[src/rtl/sram_ctrl_pkg.sv]
package sram_ctrl_pkg;

  typedef enum logic [2:0] {
    ST_IDLE      = 3'd0,
    ST_RD_STROBE = 3'd1,
    ST_RD_TURN   = 3'd2,
    ST_WR_SETUP  = 3'd3,
    ST_WR_STROBE = 3'd4,
    ST_WR_HOLD   = 3'd5
  } seq_state_e;

  typedef struct packed {
    logic ce_n;
    logic we_n;
    logic oe_n;
    logic drive;
  } strobe_t;

  localparam strobe_t STROBE_IDLE = '{ce_n: 1'b1, we_n: 1'b1, oe_n: 1'b1, drive: 1'b0};

  function automatic strobe_t strobe_decode(seq_state_e st);
    strobe_t s;
    s = STROBE_IDLE;
    case (st)
      ST_RD_STROBE: begin
        s.ce_n = 1'b0;
        s.oe_n = 1'b0;
      end
      ST_WR_SETUP, ST_WR_HOLD: begin
        s.ce_n  = 1'b0;
        s.drive = 1'b1;
      end
      ST_WR_STROBE: begin
        s.ce_n  = 1'b0;
        s.we_n  = 1'b0;
        s.drive = 1'b1;
      end
      default: s = STROBE_IDLE;
    endcase
    return s;
  endfunction

endpackage

[src/rtl/sram_phase_timer.sv]
module sram_phase_timer #(
  parameter int unsigned CNT_W = 3
) (
  input  logic             clk,
  input  logic             rst_n,
  input  logic             en_i,
  input  logic             clr_i,
  output logic [CNT_W-1:0] cnt_o
);

  localparam logic [CNT_W-1:0] CNT_MAX = {CNT_W{1'b1}};

  logic [CNT_W-1:0] cnt_q;
  logic [CNT_W-1:0] cnt_d;

  always_comb begin
    cnt_d = cnt_q;
    if (clr_i) begin
      cnt_d = '0;
    end else if (cnt_q != CNT_MAX) begin
      cnt_d = cnt_q + 1'b1;
    end
  end

  always_ff @(posedge clk or negedge rst_n) begin
    if (!rst_n) begin
      cnt_q <= '0;
    end else if (en_i) begin
      cnt_q <= cnt_d;
    end
  end

  assign cnt_o = cnt_q;

endmodule

[src/rtl/sram_seq_fsm.sv]
module sram_seq_fsm
  import sram_ctrl_pkg::*;
#(
  parameter int unsigned RD_CYC   = 4,
  parameter int unsigned WR_CYC   = 3,
  parameter int unsigned TURN_CYC = 2
) (
  input  logic    clk,
  input  logic    rst_n,
  input  logic    req_i,
  input  logic    wr_i,
  output logic    accept_o,
  output logic    capture_o,
  output logic    done_o,
  output strobe_t strobe_o
);

  localparam int unsigned MAX_RW  = (RD_CYC > WR_CYC) ? RD_CYC : WR_CYC;
  localparam int unsigned MAX_CYC = (MAX_RW > TURN_CYC) ? MAX_RW : TURN_CYC;
  localparam int unsigned CNT_W   = $clog2(MAX_CYC + 1);
  localparam logic [CNT_W-1:0] RD_LAST   = CNT_W'(RD_CYC - 1);
  localparam logic [CNT_W-1:0] WR_LAST   = CNT_W'(WR_CYC - 1);
  localparam logic [CNT_W-1:0] TURN_LAST = CNT_W'(TURN_CYC - 1);

  seq_state_e       state_q, state_d;
  strobe_t          strobe_q;
  logic             done_q, done_d;
  logic             tmr_clr;
  logic             tmr_en;
  logic [CNT_W-1:0] tmr_cnt;

  sram_phase_timer #(.CNT_W(CNT_W)) u_timer (
    .clk   (clk),
    .rst_n (rst_n),
    .en_i  (tmr_en),
    .clr_i (tmr_clr),
    .cnt_o (tmr_cnt)
  );

  assign tmr_en = (state_q != ST_IDLE) || tmr_clr;

  always_comb begin
    state_d   = state_q;
    tmr_clr   = 1'b0;
    accept_o  = 1'b0;
    capture_o = 1'b0;
    done_d    = 1'b0;
    case (state_q)
      ST_IDLE: begin
        if (req_i && !done_q) begin
          accept_o = 1'b1;
          tmr_clr  = 1'b1;
          state_d  = wr_i ? ST_WR_SETUP : ST_RD_STROBE;
        end
      end
      ST_RD_STROBE: begin
        if (tmr_cnt == RD_LAST) begin
          capture_o = 1'b1;
          done_d    = 1'b1;
          tmr_clr   = 1'b1;
          state_d   = ST_RD_TURN;
        end
      end
      ST_RD_TURN: begin
        if (tmr_cnt == TURN_LAST) begin
          tmr_clr = 1'b1;
          state_d = ST_IDLE;
        end
      end
      ST_WR_SETUP: begin
        tmr_clr = 1'b1;
        state_d = ST_WR_STROBE;
      end
      ST_WR_STROBE: begin
        if (tmr_cnt == WR_LAST) begin
          tmr_clr = 1'b1;
          state_d = ST_WR_HOLD;
        end
      end
      ST_WR_HOLD: begin
        tmr_clr = 1'b1;
        done_d  = 1'b1;
        state_d = ST_IDLE;
      end
      default: begin
        tmr_clr = 1'b1;
        state_d = ST_IDLE;
      end
    endcase
  end

  always_ff @(posedge clk or negedge rst_n) begin
    if (!rst_n) begin
      state_q  <= ST_IDLE;
      strobe_q <= STROBE_IDLE;
      done_q   <= 1'b0;
    end else begin
      state_q  <= state_d;
      strobe_q <= strobe_decode(state_d);
      done_q   <= done_d;
    end
  end

  assign done_o   = done_q;
  assign strobe_o = strobe_q;

endmodule

[src/rtl/sram_bus_path.sv]
module sram_bus_path #(
  parameter int unsigned AW = 15,
  parameter int unsigned DW = 8
) (
  input  logic          clk,
  input  logic          rst_n,
  input  logic          accept_i,
  input  logic          capture_i,
  input  logic [AW-1:0] addr_i,
  input  logic [DW-1:0] wdata_i,
  input  logic [DW-1:0] mem_dq_i,
  output logic [AW-1:0] mem_addr_o,
  output logic [DW-1:0] mem_dq_o,
  output logic [DW-1:0] rdata_o
);

  logic [AW-1:0] addr_q;
  logic [DW-1:0] wdata_q;
  logic [DW-1:0] rdata_q;

  always_ff @(posedge clk or negedge rst_n) begin
    if (!rst_n) begin
      addr_q  <= '0;
      wdata_q <= '0;
    end else if (accept_i) begin
      addr_q  <= addr_i;
      wdata_q <= wdata_i;
    end
  end

  always_ff @(posedge clk or negedge rst_n) begin
    if (!rst_n) begin
      rdata_q <= '0;
    end else if (capture_i) begin
      rdata_q <= mem_dq_i;
    end
  end

  assign mem_addr_o = addr_q;
  assign mem_dq_o   = wdata_q;
  assign rdata_o    = rdata_q;

endmodule

[src/rtl/sram_access_ctrl.sv]
module sram_access_ctrl
  import sram_ctrl_pkg::*;
#(
  parameter int unsigned AW       = 15,
  parameter int unsigned DW       = 8,
  parameter int unsigned RD_CYC   = 4,
  parameter int unsigned WR_CYC   = 3,
  parameter int unsigned TURN_CYC = 2
) (
  input  logic          clk,
  input  logic          rst_n,
  input  logic          req_i,
  input  logic          wr_i,
  input  logic [AW-1:0] addr_i,
  input  logic [DW-1:0] wdata_i,
  output logic          done_o,
  output logic [DW-1:0] rdata_o,
  output logic          mem_ce_n_o,
  output logic          mem_we_n_o,
  output logic          mem_oe_n_o,
  output logic [AW-1:0] mem_addr_o,
  output logic [DW-1:0] mem_dq_o,
  output logic          mem_dq_oe_o,
  input  logic [DW-1:0] mem_dq_i
);

  strobe_t strobe;
  logic    accept;
  logic    capture;

  sram_seq_fsm #(
    .RD_CYC   (RD_CYC),
    .WR_CYC   (WR_CYC),
    .TURN_CYC (TURN_CYC)
  ) u_fsm (
    .clk       (clk),
    .rst_n     (rst_n),
    .req_i     (req_i),
    .wr_i      (wr_i),
    .accept_o  (accept),
    .capture_o (capture),
    .done_o    (done_o),
    .strobe_o  (strobe)
  );

  sram_bus_path #(
    .AW (AW),
    .DW (DW)
  ) u_bus (
    .clk        (clk),
    .rst_n      (rst_n),
    .accept_i   (accept),
    .capture_i  (capture),
    .addr_i     (addr_i),
    .wdata_i    (wdata_i),
    .mem_dq_i   (mem_dq_i),
    .mem_addr_o (mem_addr_o),
    .mem_dq_o   (mem_dq_o),
    .rdata_o    (rdata_o)
  );

  assign mem_ce_n_o  = strobe.ce_n;
  assign mem_we_n_o  = strobe.we_n;
  assign mem_oe_n_o  = strobe.oe_n;
  assign mem_dq_oe_o = strobe.drive;

endmodule

[config.mk]
export PLATFORM = sky130hd
export DESIGN_NAME = sram_access_ctrl
export DESIGN_NICKNAME = d
export VERILOG_FILES = /design/src/rtl/sram_ctrl_pkg.sv /design/src/rtl/sram_phase_timer.sv /design/src/rtl/sram_seq_fsm.sv /design/src/rtl/sram_bus_path.sv /design/src/rtl/sram_access_ctrl.sv
export SDC_FILE = /design/constraint.sdc
export NUM_CORES = 1
export LEC_CHECK = 0
export BUFFER_PORTS_ARGS = -buffer_cell sky130_fd_sc_hd__buf_2
export CORE_UTILIZATION = 30
export CTS_CLUSTER_DIAMETER = 150
export CTS_CLUSTER_SIZE = 8
export DETAILED_ROUTE_END_ITERATION = 10
export GPL_ROUTABILITY_DRIVEN = 0
export SKIP_CTS_REPAIR_TIMING = 1
export SYNTH_ARGS = -nofsm -noshare
export SYNTH_HDL_FRONTEND = slang
export SYNTH_SLANG_ARGS = --single-unit
[constraint.sdc]
create_clock -name clk -period 1.4 [get_ports clk]
set_input_delay 0.28 -clock clk [delete_from_list [all_inputs] [get_ports clk]]
set_output_delay 0.28 -clock clk [all_outputs]
set_load 0.005 [all_outputs]
Word-level counts from Yosys, hierarchy flattened
Cells that the tools add are included.
{ "totals": {"reg_bits": 42, "out_inout_bits": 36} }
{ "op_classes": {"reduce_logical": 9, "addsub": 1, "eq_ne": 13, "mux": 20} }
{ "ops": {"columns": ["operator", "count"], "rows": [
  ["3-bit 2-to-1 mux", 6],
  ["3-bit by 2-bit == test with 1-bit output (second input constant)", 5],
  ["3-bit case mux with 5 select lines", 1],
  ["3-bit == test (second input constant)", 4],
  ["1-bit 2-to-1 mux", 10],
  ["3-bit by 1-bit == test with 1-bit output (second input constant)", 3],
  ["1-bit case mux with 4 select lines", 1],
  ["4-bit OR reduction", 1],
  ["3-bit by 1-bit adder with 3-bit output (second input constant)", 1],
  ["3-bit logical NOT", 1],
  ["3-bit != test (second input constant)", 1],
  ["3-bit nonzero test", 1],
  ["3-bit OR reduction", 1],
  ["2-bit 2-to-1 mux", 1],
  ["1-bit case mux with 2 select lines", 1],
  ["2-bit AND reduction", 1],
  ["2-bit nonzero test", 1],
  ["1-bit logical AND", 1],
  ["1-bit logical NOT", 1],
  ["1-bit logical OR", 1]
]} }

Logic depth before layout (Yosys ltp)
{ "logic_depth": {"word_depth": 7, "mapped_depth": 5} }

Modules after synthesis
A second synthesis with hierarchy kept.
{ "unflattened": {"hier_cells": 123, "area_unflattened_um2": 1796.7} }
{ "by_module_without_submodules": {"columns": ["module", "cells_per_inst", "area_each_um2", "instances", "seq_area_each_um2"], "rows": [
  ["sram_bus_path", 65, 1152.4, 1, 775.7],
  ["sram_seq_fsm", 41, 462.9, 1, 203.9],
  ["sram_phase_timer", 17, 181.4, 1, 75.1]
]} }

Least setup slack after synthesis
Ideal clock, no wire load.
{ "synth_timing": {"path_kind": "register to register", "start": "register u_fsm.u_timer.cnt_q[0], in the netlist u_fsm.u_timer.cnt_o[0]", "end": "register u_bus.rdata_q[0], in the netlist u_bus.rdata_o[0]", "setup_ns": 0.125, "synth_period_minus_slack_ns": 1.500, "setup_slack_ns": -0.100, "stages_incl_launch_ff": 6, "arrival_ns": 1.375, "path_cell_list": "dfrtp_1 > ha_1 > ha_1 > and3_1 > buf_6 > mux2_2"} }
{ "synth_between": {"elab_chain_len": 3} }
{ "synth_lines": {"columns": ["element", "line", "source"], "rows": [
  ["start, declared", "sram_phase_timer.sv:13", "logic [CNT_W-1:0] cnt_q;"],
  ["start signal, assigned", "sram_phase_timer.sv:29", "cnt_q <= cnt_d;"],
  ["3-bit by 2-bit == test with 1-bit output", "sram_seq_fsm.sv:57", "if (tmr_cnt == RD_LAST) begin"],
  ["1-bit 2-to-1 mux", "sram_seq_fsm.sv:57", null],
  ["1-bit 2-to-1 mux", "sram_seq_fsm.sv:48", "case (state_q)"],
  ["end signal, assigned", "sram_bus_path.sv:35", "rdata_q <= mem_dq_i;"],
  ["end, declared", "sram_bus_path.sv:19", "logic [DW-1:0] rdata_q;"]
]} }
Every way passes these cells.
A chain may end at the register's enable or synchronous reset.

Worst setup path in the final report
{ "layout_timing": {"start": "register u_fsm.u_timer.cnt_q[0], in the netlist u_fsm.u_timer.cnt_o[0]", "end": "register u_bus.rdata_q[6], in the netlist u_bus.rdata_o[6]"} }
Same word-level chain as after synthesis.

==> results.toml <==
[run_status]
status = "complete, but fails checks"
violations = "setup timing"

[global_routing]
grt_pass1_wl_microns = 5768
grt_start_max_net_pins = 23
grt_pass1_vias = 1246
grt_usage = 0.1184
overflow = 0
antenna_found_initial = 0

[timing]
slew_headroom = 0.7861
whs_ps = 212.1
finalSetupViolCount = 11
tightest_slew_ps = 320.8
setup_ws_ps = -75.91
rsz0062_at_grt = "yes"
max_freq_ghz = 0.6775
min_period_ps = 1476
period_share = 1.054
finalMaxSlewViolations = 0
hold_viol_final = 0
fin_skew_ps = 7.411

[detailed_routing]
routed_wl_microns = 3922
drt_iter0_markers = 17
route.met3.wl_microns = 302
drtAntennaViolNets = 0
vias_per_cell = 4.537
routed.top_layer = "met4"
first_pass_iters = 4
vias = 1352
routedLengthMet1_microns = 1796
route.detailed.drc = 0
wl_met2_microns = 1734
routedWlPerCell_microns = 13.16

[run]
max_cap_violations = 0

[logic_synthesis]
yosysSeqAreaShare = 0.5628
synthCells = 131
synth-simple-area-share = 0.06275
synth_top_family_by_area = "multiplexers"
synth_area_sq_um = 1874
synth_mux_area_frac = 0.2276
ys_types = 27
synth_nets = 171
synth-xor-area-share = 0
synth-main-ff-cell = "dfrtp_1"
synth-edff-count = 0
synth_seq_cells = 42
synth_compound_area_frac = 0.06475
synth.area.top_cells = "dfrtp_1 (52%), mux2_4 (14%), mux2_2 (7.8%)"
yosysTopAreaCellShare = 0.5207
synthAdderAreaFrac = 0.03338
syn_area_per_cell_sq_um = 14.31
yosysTopAreaCell = "dfrtp_1"
yosys_warnings = 0
async_reset_ff_frac = 1.000

[hold_path]
hold_start = "wdata_i[0]"
whs_path_depth = 2
hold_class = "input port to register"
hold_path_end = "u_bus.mem_dq_o[0]"

[clock_tree]
tritoncts = "built"
path_clk_slew_ps = 80
h-tree-depth = 2
cts_root_buf = "clkbuf_8"
clk_latency_ps = 290
cts_buffers = 5
cts_num_sinks = 42
clockBufferDepth = 2

[final_layout]
final_common_cell = "buf_2"
diodes = 0
final_cell_mix = "buf_2 (70), dfrtp_1 (35), mux2_4 (26)"
synthToLayoutAreaGrowth_pct = 43.93
num-nets-final = 262
final_area_sq_um = 2698
drive_gt1_frac = 0.6771

[critical_path]
start_kind = "register"
reg2reg_to = "u_bus.rdata_o[6]"
arrival_ps = 1650
cp-startpoint = "u_fsm.u_timer.cnt_o[0]"
critPathKind = "register to register"
regToRegStartpoint = "u_fsm.u_timer.cnt_o[0]"
cp_max_fo = 8
end_kind = "register"
reg2reg_slack_ps = -80
cp.required_ps = 1580
r2r_cells = 4

[floorplanning]
die_area_sq_um = 6567
rows = 28
core_area_sq_um = 5991
ios = 71
fp.dieH_microns = 81.04
initial_core_util = 0.3129
fp.dieW_microns = 81.04

[power]
pwr-share-clk = 0.164
switching_share = 0.3023
powerDensity_nw_per_um2 = 2141
internal-power_uw = 4029
power_frac_seq = 0.370
combPwrFrac = 0.466
p_sw_uw = 1746
ir_drop_uv = 855.5
p_leak_uw = 0.001357

[placed_design]
place_hpwl_microns = 2740
placed_cell_area_sq_um = 2439
port_buffers = 70
-- Yosys cell counts, drive strengths merged (2+ instances only) --
library cell	n
buf	7
nor2	5
nand2b	4
dfstp	3
o21ai	6
o22ai	2
mux2	31
a31oi	2
ha	5
or3	4
nor3	2
a21oi	2
inv	7
dfrtp	39
a211oi	4
-- power groups by stage --
stage / Combinational [uW] / Clock (uW) / Sequential, uW
2_1_floorplan: 1390 / 0 / 2190
3_3_place_gp: 2330 / 0 / 2130
3_5_place_dp: 2370 / 0 / 2150
4_1_cts: 2380 / 986 / 2130
5_1_grt: 2960 / 1030 / 2230
6_report: 2690 / 946 / 2140
-- worst max-delay path: stages (launching register included) --
cell     delay [ps]
dfrtp_2         450
ha_4            190
ha_4            170
and3_4          240
mux2_4          310
-- sequential cells by signal, summed over array words and instances (netlist names) --
signal	cells
u_bus.mem_dq_o	8
u_fsm.strobe_o	4
u_fsm.state_q	3
u_bus.rdata_o	8
u_fsm.u_timer.cnt_o	3
u_fsm.done_o	1
u_bus.mem_addr_o	15
-- metal layers --
layer	vias to the layer above	track usage
met5	-	0
met2	59	0.1924
met3	9	0.04494
met4	0	0.04464
li1	638	-
met1	646	0.1414
-- layout make-up --
cell class	instances	area [sq um]
Clock buffer	6	72.57
Clock inverter	2	37.54
Fill cell	559	3293
Inverter	7	26.28
Multi-Input combinational cell	75	860.8
Sequential cell	42	1060
Tap cell	75	93.84
Timing Repair Buffer	91	546.8
-- per-stage QoR --
| stage | std cells | total power, uW | util | TNS, ps | worst slack [ps] |
|---|---|---|---|---|---|
| detailed placement | 285 | 4511 | 0.4071 | -1409 | -117.2 |
| finish | 298 | 5775 | 0.4503 | -741.1 | -75.91 |
| floorplan | 131 | 3586 | - | -252.9 | -26.74 |
| global route | 298 | 6223 | 0.4503 | -1741 | -130.3 |
| global placement | 285 | 4460 | 0.4071 | -830.6 | -55.21 |
| CTS | 293 | 5489 | 0.4254 | -1844 | -133.8 |
-- cell families after synthesis --
group,Yosys count
DFF,42
AOI/OAI and AO/OA,19
buffers and inverters,14
adders and majority gates,5
muxes,32
and+or+nand+nor,19
-- how the worst max path moves through the flow --
stage                              to  slack [ps]  cells after the start
3_3_place_gp   u_fsm.u_timer.cnt_o[0]         -60                      4
6_report             u_bus.rdata_o[6]         -80                      4
3_5_place_dp   u_fsm.u_timer.cnt_o[2]        -120                      5
4_1_cts        u_fsm.u_timer.cnt_o[1]        -130                      4
5_1_grt        u_fsm.u_timer.cnt_o[1]        -130                      4
2_1_floorplan        u_bus.rdata_o[0]         -30                      5
Note: power is estimated with default switching activity, not from simulation.
